`src/rtl/wdb_pkg.sv`:
```
package wdb_pkg;

    typedef enum logic [1:0] {
        WR_DELAYED = 2'b00,
        WR_POSTED  = 2'b01,
        WR_MWI     = 2'b10,
        WR_RSVD    = 2'b11
    } wr_kind_e;

    typedef struct packed {
        logic disc;
    } disc_state_t;

    localparam int CTL_LINE_BIT = 1;

endpackage

```
`src/rtl/wdb_line_decode.sv`:
```
module wdb_line_decode #(
    parameter int CLS_W     = 8,
    parameter int LINE_LOG2 = 4
) (
    input  logic [CLS_W-1:0]     cls,
    output logic                 legal,
    output logic                 is_max,
    output logic [LINE_LOG2-1:0] mask
);
    localparam int NSIZES = LINE_LOG2 + 1;

    logic [NSIZES-1:0] match;

    generate
        for (genvar k = 0; k < NSIZES; k++) begin : g_size
            assign match[k] = (cls == CLS_W'(1 << k));
        end
    endgenerate

    always_comb begin
        legal  = |match;
        is_max = match[LINE_LOG2];
        mask   = '0;
        for (int k = 0; k < NSIZES; k++) begin
            if (match[k]) begin
                mask = LINE_LOG2'((1 << k) - 1);
            end
        end
    end

endmodule

```
`src/rtl/wdb_boundary_eval.sv`:
```
module wdb_boundary_eval
    import wdb_pkg::*;
#(
    parameter int ADDR_W    = 30,
    parameter int PAGE_LOG2 = 10,
    parameter int LINE_LOG2 = 4,
    parameter int CLS_W     = 8,
    parameter int FREE_W    = 8
) (
    input  wr_kind_e             kind,
    input  logic [ADDR_W-1:0]    dw_addr,
    input  logic [CLS_W-1:0]     cls,
    input  logic                 line_mode,
    input  logic [FREE_W-1:0]    buf_free,
    input  logic                 legal,
    input  logic                 is_max,
    input  logic [LINE_LOG2-1:0] mask,
    output logic                 hit
);
    logic page_end;
    logic line_end;
    logic buf_full;
    logic no_room;

    always_comb begin
        page_end = &dw_addr[PAGE_LOG2-1:0];
        line_end = legal && ((dw_addr[LINE_LOG2-1:0] & mask) == mask);
        buf_full = (buf_free == '0);
        no_room  = 32'(buf_free) < 32'(cls);

        unique case (kind)
            WR_POSTED: begin
                if (line_mode && legal) begin
                    hit = buf_full || line_end;
                end else begin
                    hit = buf_full || page_end;
                end
            end
            WR_MWI: begin
                if (is_max) begin
                    hit = buf_full || line_end;
                end else if (legal) begin
                    hit = buf_full || (line_end && no_room);
                end else begin
                    hit = buf_full || page_end;
                end
            end
            default: hit = 1'b1;
        endcase
    end

endmodule

```
`src/rtl/wdb_disconnect_ctrl.sv`:
```
module wdb_disconnect_ctrl
    import wdb_pkg::*;
#(
    parameter int ADDR_W    = 30,
    parameter int PAGE_LOG2 = 10,
    parameter int LINE_LOG2 = 4,
    parameter int CLS_W     = 8,
    parameter int FREE_W    = 8
) (
    input  logic              clk,
    input  logic              rst_n,
    input  logic              xact_start,
    input  logic [1:0]        xact_type,
    input  logic              dphase_valid,
    input  logic [ADDR_W-1:0] dw_addr,
    input  logic [CLS_W-1:0]  cls,
    input  logic [7:0]        ctl_reg,
    input  logic [FREE_W-1:0] buf_free,
    output logic              disc
);
    logic                 legal;
    logic                 is_max;
    logic [LINE_LOG2-1:0] mask;
    logic                 hit;
    disc_state_t          st_d;
    disc_state_t          st_q;

    wdb_line_decode #(
        .CLS_W     (CLS_W),
        .LINE_LOG2 (LINE_LOG2)
    ) u_decode (
        .cls    (cls),
        .legal  (legal),
        .is_max (is_max),
        .mask   (mask)
    );

    wdb_boundary_eval #(
        .ADDR_W    (ADDR_W),
        .PAGE_LOG2 (PAGE_LOG2),
        .LINE_LOG2 (LINE_LOG2),
        .CLS_W     (CLS_W),
        .FREE_W    (FREE_W)
    ) u_eval (
        .kind      (wr_kind_e'(xact_type)),
        .dw_addr   (dw_addr),
        .cls       (cls),
        .line_mode (ctl_reg[CTL_LINE_BIT]),
        .buf_free  (buf_free),
        .legal     (legal),
        .is_max    (is_max),
        .mask      (mask),
        .hit       (hit)
    );

    always_comb begin
        st_d      = st_q;
        if (xact_start) begin
            st_d.disc = 1'b0;
        end
        if (dphase_valid && hit) begin
            st_d.disc = 1'b1;
        end
        disc = (dphase_valid && hit) || (st_q.disc && !xact_start);
    end

    always_ff @(posedge clk) begin
        if (!rst_n) begin
            st_q <= '0;
        end else begin
            st_q <= st_d;
        end
    end

endmodule

```
`config.mk`:
```
export PLATFORM = sky130hd
export DESIGN_NAME = wdb_disconnect_ctrl
export DESIGN_NICKNAME = d
export VERILOG_FILES = /design/src/rtl/wdb_pkg.sv /design/src/rtl/wdb_line_decode.sv /design/src/rtl/wdb_boundary_eval.sv /design/src/rtl/wdb_disconnect_ctrl.sv
export SDC_FILE = /design/constraint.sdc
export NUM_CORES = 1
export LEC_CHECK = 0
export ABC_CLOCK_PERIOD_IN_PS = 4000
export CAP_MARGIN = 20
export CORE_MARGIN = 2
export CORE_UTILIZATION = 28
export CTS_CLUSTER_SIZE = 25
export DETAILED_ROUTE_END_ITERATION = 8
export PLACE_DENSITY = 0.85
export SLEW_MARGIN = 10
export SYNTH_ARGS = -nofsm -noshare
export SYNTH_HDL_FRONTEND = slang
export SYNTH_SLANG_ARGS = --single-unit
```
`constraint.sdc`:
```
create_clock -name clk -period 4 [get_ports clk]
set_input_delay 1 -clock clk [delete_from_list [all_inputs] [get_ports clk]]
set_output_delay 1 -clock clk [all_outputs]
set_load 0.005 [all_outputs]
```
Word level (Yosys, flattened, before mapping) --
Cells that the tools add are included.
Word-level totals: flip-flop bits (word level) 1, latch bits 0, memory bits (writable) 0, bits in read-only memories 0, input port bits 60, output and inout bits 1, memories kept 0
Operators by class: add/subtract/negate cells 0, multipliers 0, divide/modulo/power cells 0, $lt $le $gt $ge 1, eq/ne operators 8, shifts and indexed selects 0, mux-type cells 10, bitwise operators 1, reduce and logical (&&, ||, !) cells 14
Operator list (number):
- 10-bit AND reduction | 1
- 8-bit by 1-bit == test with 1-bit output (second input constant) | 1
- 8-bit by 2-bit == test with 1-bit output (second input constant) | 1
- 8-bit by 3-bit == test with 1-bit output (second input constant) | 1
- 8-bit by 4-bit == test with 1-bit output (second input constant) | 1
- 8-bit by 5-bit == test with 1-bit output (second input constant) | 1
- 8-bit zero test | 1
- 8-bit less-than comparator | 1
- 1-bit two-way mux | 6
- 1-bit logical AND | 5
- 5-bit OR reduction | 1
- 4-bit AND | 1
- 4-bit == test | 1
- 1-bit logical OR | 4
- 4-bit two-way mux | 1
- 3-bit two-way mux | 1
- 2-bit by 1-bit == test with 1-bit output (second input constant) | 1
- 2-bit == test (second input constant) | 1
- 2-bit two-way mux | 1
- 1-bit one-hot mux with 2 select lines | 1
- 2-bit nonzero test | 1
- 1-bit zero test | 1

Logic depth before layout (Yosys ltp) --
word-level depth 15, depth in mapped cells 8, depth with buffers taken out 8

Modules after synthesis --
A second synthesis with hierarchy kept.
Unflattened totals: cell total of the unflattened synthesis 86, area, all modules 590.6 um^2
By module, submodules not included:
- wdb_boundary_eval | instances 1, cells each 52, area each 340.3 um^2
- wdb_line_decode | instances 1, cells each 29, area each 197.7 um^2
- wdb_disconnect_ctrl | instances 1, cells each 5, area each 52.6 um^2

Worst setup path before layout --
OpenSTA, ideal clock, no wires.
path kind input-to-output, from input cls[2], to output disc, data arrival time 2292 ps, path slack 708 ps, stages 8, cells stage by stage buf_6 -> inv_1 -> ha_1 -> o211ai_1 -> a2111oi_0 -> o21ai_0 -> a31oi_1 -> nor2_1
Between the ends: word-level cells in the longest chain between the ends 15, elaborated cells on any way between the ends 24, those cells by class order compare (1); eq/ne (6); mux (8); bitwise (1); reduce/logical (8)
Ends and longest elaborated chain:
- from (decl) | line wdb_disconnect_ctrl.sv:16 | input logic [CLS_W-1:0] cls,
- 8-bit by 2-bit == test with 1-bit output | line wdb_line_decode.sv:16 | assign match[k] = (cls == CLS_W'(1 << k));
- 1-bit two-way mux | line wdb_line_decode.sv:25 | if (match[k]) begin
- 2-bit two-way mux | line wdb_line_decode.sv:25
- 3-bit two-way mux | line wdb_line_decode.sv:25
- 4-bit two-way mux | line wdb_line_decode.sv:25
- 4-bit AND | line wdb_boundary_eval.sv:27 | line_end = legal && ((dw_addr[LINE_LOG2-1:0] & mask) == mask);
- 4-bit == test | line wdb_boundary_eval.sv:27
- 1-bit logical AND | line wdb_boundary_eval.sv:27
- 1-bit logical AND | line wdb_boundary_eval.sv:43 | hit = buf_full || (line_end && no_room);
- 1-bit logical OR | line wdb_boundary_eval.sv:43
- 1-bit two-way mux | line wdb_boundary_eval.sv:42 | end else if (legal) begin
- 1-bit two-way mux | line wdb_boundary_eval.sv:40 | if (is_max) begin
- 1-bit one-hot mux with 2 select lines * | line wdb_boundary_eval.sv:31 | unique case (kind)
- 1-bit logical AND * | line wdb_disconnect_ctrl.sv:64 | disc = (dphase_valid && hit) || (st_q.disc && !xact_start);
- 1-bit logical OR * | line wdb_disconnect_ctrl.sv:64
- to (decl) | line wdb_disconnect_ctrl.sv:19 | output logic disc
Mark *: on every way between the ends. The rest lies on a longest branch, timed or not.

Worst setup path after layout --
from input cls[1], to output disc
Same word-level chain as after synthesis.

==> summary.txt <==
Hold Violations, Final = 0
Initial Utilization = 29.2%
Synth top area share = 22.6%
Max Slew Vio Count = 0
Status = finished clean
Number of vias per cell = 4.96
DP Worst Slack = -0.243 ns
Switching pwr = 34.7 uW
Die Y-Extent = 46.2 um
Max Clock Skew = 0 ns
Die width = 46.2 um
Flip-flop count of the largest register after layout = 1
Final WL = 1570 um
Die area = 2140 um^2
Leakage = 0.441 nW
WP data required = 3.00 ns
Power Dens Cells = 104 nW/um^2
Fill cell count = 164
Fmax = 263 MHz
Antenna-violating nets left = 0
Starting DRT DRC Count = 10
Syn-to-layout area delta = 98.0%
Total power = 102 uW
Fin Hold WS = 0.672 ns
#FFs+latches synth = 1
Design area = 988 um^2
Setup TNS = 0 ns
IO Pins = 61
Synth Net Count = 142
GP Congestion = 0.738
Element type at the critical path end = output port
Ranking of synthesized cells by area = ha_1 (23%), inv_1 (9.0%), nand3_1 (6.0%)
Yosys synthesis warning count = 0
Biggest regs = st_q: 1 flops
Average routed wire per standard cell = 10.7 um
Number of flops mapped to enable cells by yosys = 0
Most frequent cells in the layout = clkdlybuf4s50_1 (31), buf_4 (17), inv_1 (11)
Post-route DRC violation count = 0
RSZ-0062 raised after global routing = no
Number of library cell types mapped by synthesis = 30
Final setup vio count = 0
Share of layout cells above drive strength 1 = 19.0%
Final Critical Period = 3.81 ns
Clk Latency, worst-skew pair = 0 ns
Max-Slew Margin vs Limit = 74.2%
Logic pwr share = 89.3%
Fin cells = 146
Final worst-path cycle share = 95.2%
Ant. Diodes = 0
Max Cap Violations = 0
Vias = 724
Arrival time at the worst endpoint = 2.81 ns
CP max stage delay = 0.48 ns
Mapped Cells = 73
Delay-heaviest family, CP = compound AO/OA/AOI/OAI gates
First-pass DRT Iterations = 4
Register area share after synthesis = 4.01%
Placed cell areas = 950 um^2
Initial antenna violation count = 0
Post-Syn Area per Cell = 6.84 um^2
Worst hold path type = flip-flop to flip-flop
Top cell type by total area after synthesis = ha_1
Final nets = 192
Row count = 15
Synthesized cell area = 499 um^2
Global route overflow = 0
Critical Path Slowest Stage Cell = clkdlybuf4s50_1
Total GRT Usage = 17.0%
Buffers & Inverters on Critical Path = 3
Reg power frac = 10.7%
Crit-path cells = clkdlybuf4s50_1 -> inv_1 -> ha_1 -> o211ai_1 -> a2111oi_2 -> o21ai_1 -> a31oi_1 -> nor2_1 -> clkbuf_2
Clock slew at reported path FFs = 0 ns
Sw frac = 33.9%
Port Buffers = 33
Worst Path Max Fanout = 2
Number of global-route vias before repair = 690
DP Cell Count = 143
P_int = 67.7 uW
Actual slew at the worst max-slew pin = 0.384 ns
Commonest non-fill, non-tap cell in the layout = clkdlybuf4s50_1
Fin worst setup slack = 0.193 ns
Final core occ = 57.9%
Post-synth top flop = dfxtp_1
Max IR drop VDD = 0.0758 mV
CP Class = primary input to output port
Crit start category = primary input
Async S/R FF share, synth = 0%
First-pass GRT wire length = 2790 um
DP HPWL = 1390 um
Largest net degree at the start of global routing = 9
Largest Register = st_q
Clock Power Share = 0%
Core outline area = 1710 um^2
cell families (layout without fill, tap and decap cells):
logic type / count (synthesis) / in the layout / share of synthesized area (%)
simple gates: 28 / 28 / 29.8
flops: 1 / 1 / 4.01
compound gates: 20 / 20 / 29.6
xor+xnor: 1 / 1 / 1.75
buf+inv: 14 / 62 / 12.3
fa+ha+maj: 9 / 9 / 22.6
cells in the mapped netlist (2+ instances only):
master    count
a21oi_1       2
nand3_1       6
nor4_1        3
nor3_1        3
a31oi_1       4
o21ai_0       3
nor2_1        3
nand2_1       7
inv_1        12
o211ai_1      2
ha_1          9
layout make-up:
cell class	count	area, um^2	area share [%]
tap	25	31.3	3.16
sequential	1	20.0	2.03
multi-input combinational	58	437	44.2
inverter	12	45.0	4.56
timing repair buffer	50	455	46.1
power groups by stage:
stage | registers (mW) | logic (mW) | clock network (mW)
finish | 0.0110 | 0.0914 | 0
global route | 0.0110 | 0.101 | 0
CTS | 0.0110 | 0.0911 | 0
detailed placement | 0.0110 | 0.0846 | 0
global placement | 0.0109 | 0.0820 | 0
floorplan | 0.0109 | 0.0310 | 0
worst paths after layout:
check | start | endpoint | slack, ns | cells after the start
max | cls[1] | disc | 0.19 | 9
min | st_q$_SDFFE_PN0P_ | st_q$_SDFFE_PN0P_ | 0.67 | 3
max reg2reg | st_q$_SDFFE_PN0P_ | st_q$_SDFFE_PN0P_ | 2.55 | 9
min reg2reg | st_q$_SDFFE_PN0P_ | st_q$_SDFFE_PN0P_ | 0.67 | 3
worst reg2reg max path: cells and delay by family, from the launching register on:
| family | cells | cell delay [ns] |
|---|---|---|
| AOI/OAI and AO/OA | 2 | 0.33 |
| buffers and inverters | 4 | 0.42 |
| DFF | 1 | 0.27 |
| and+or+nand+nor | 3 | 0.31 |
per-layer routing:
layer,vias to the layer above,track usage (%),routed length (um)
li1,377,-,-
met1,327,21.5,673
met2,20,32.5,818
met3,0,0.784,72
met4,0,1.14,0
met5,-,0,0
what timing repair did:
item | CTS | global route
setup buffers | 3 | 0
pin swaps | 5 | 3
hold buffers | 0 | 0
setup endpoints to repair | 1 | 1
gates resized for setup | 5 | 4
Power figures use the tool's default switching activity.
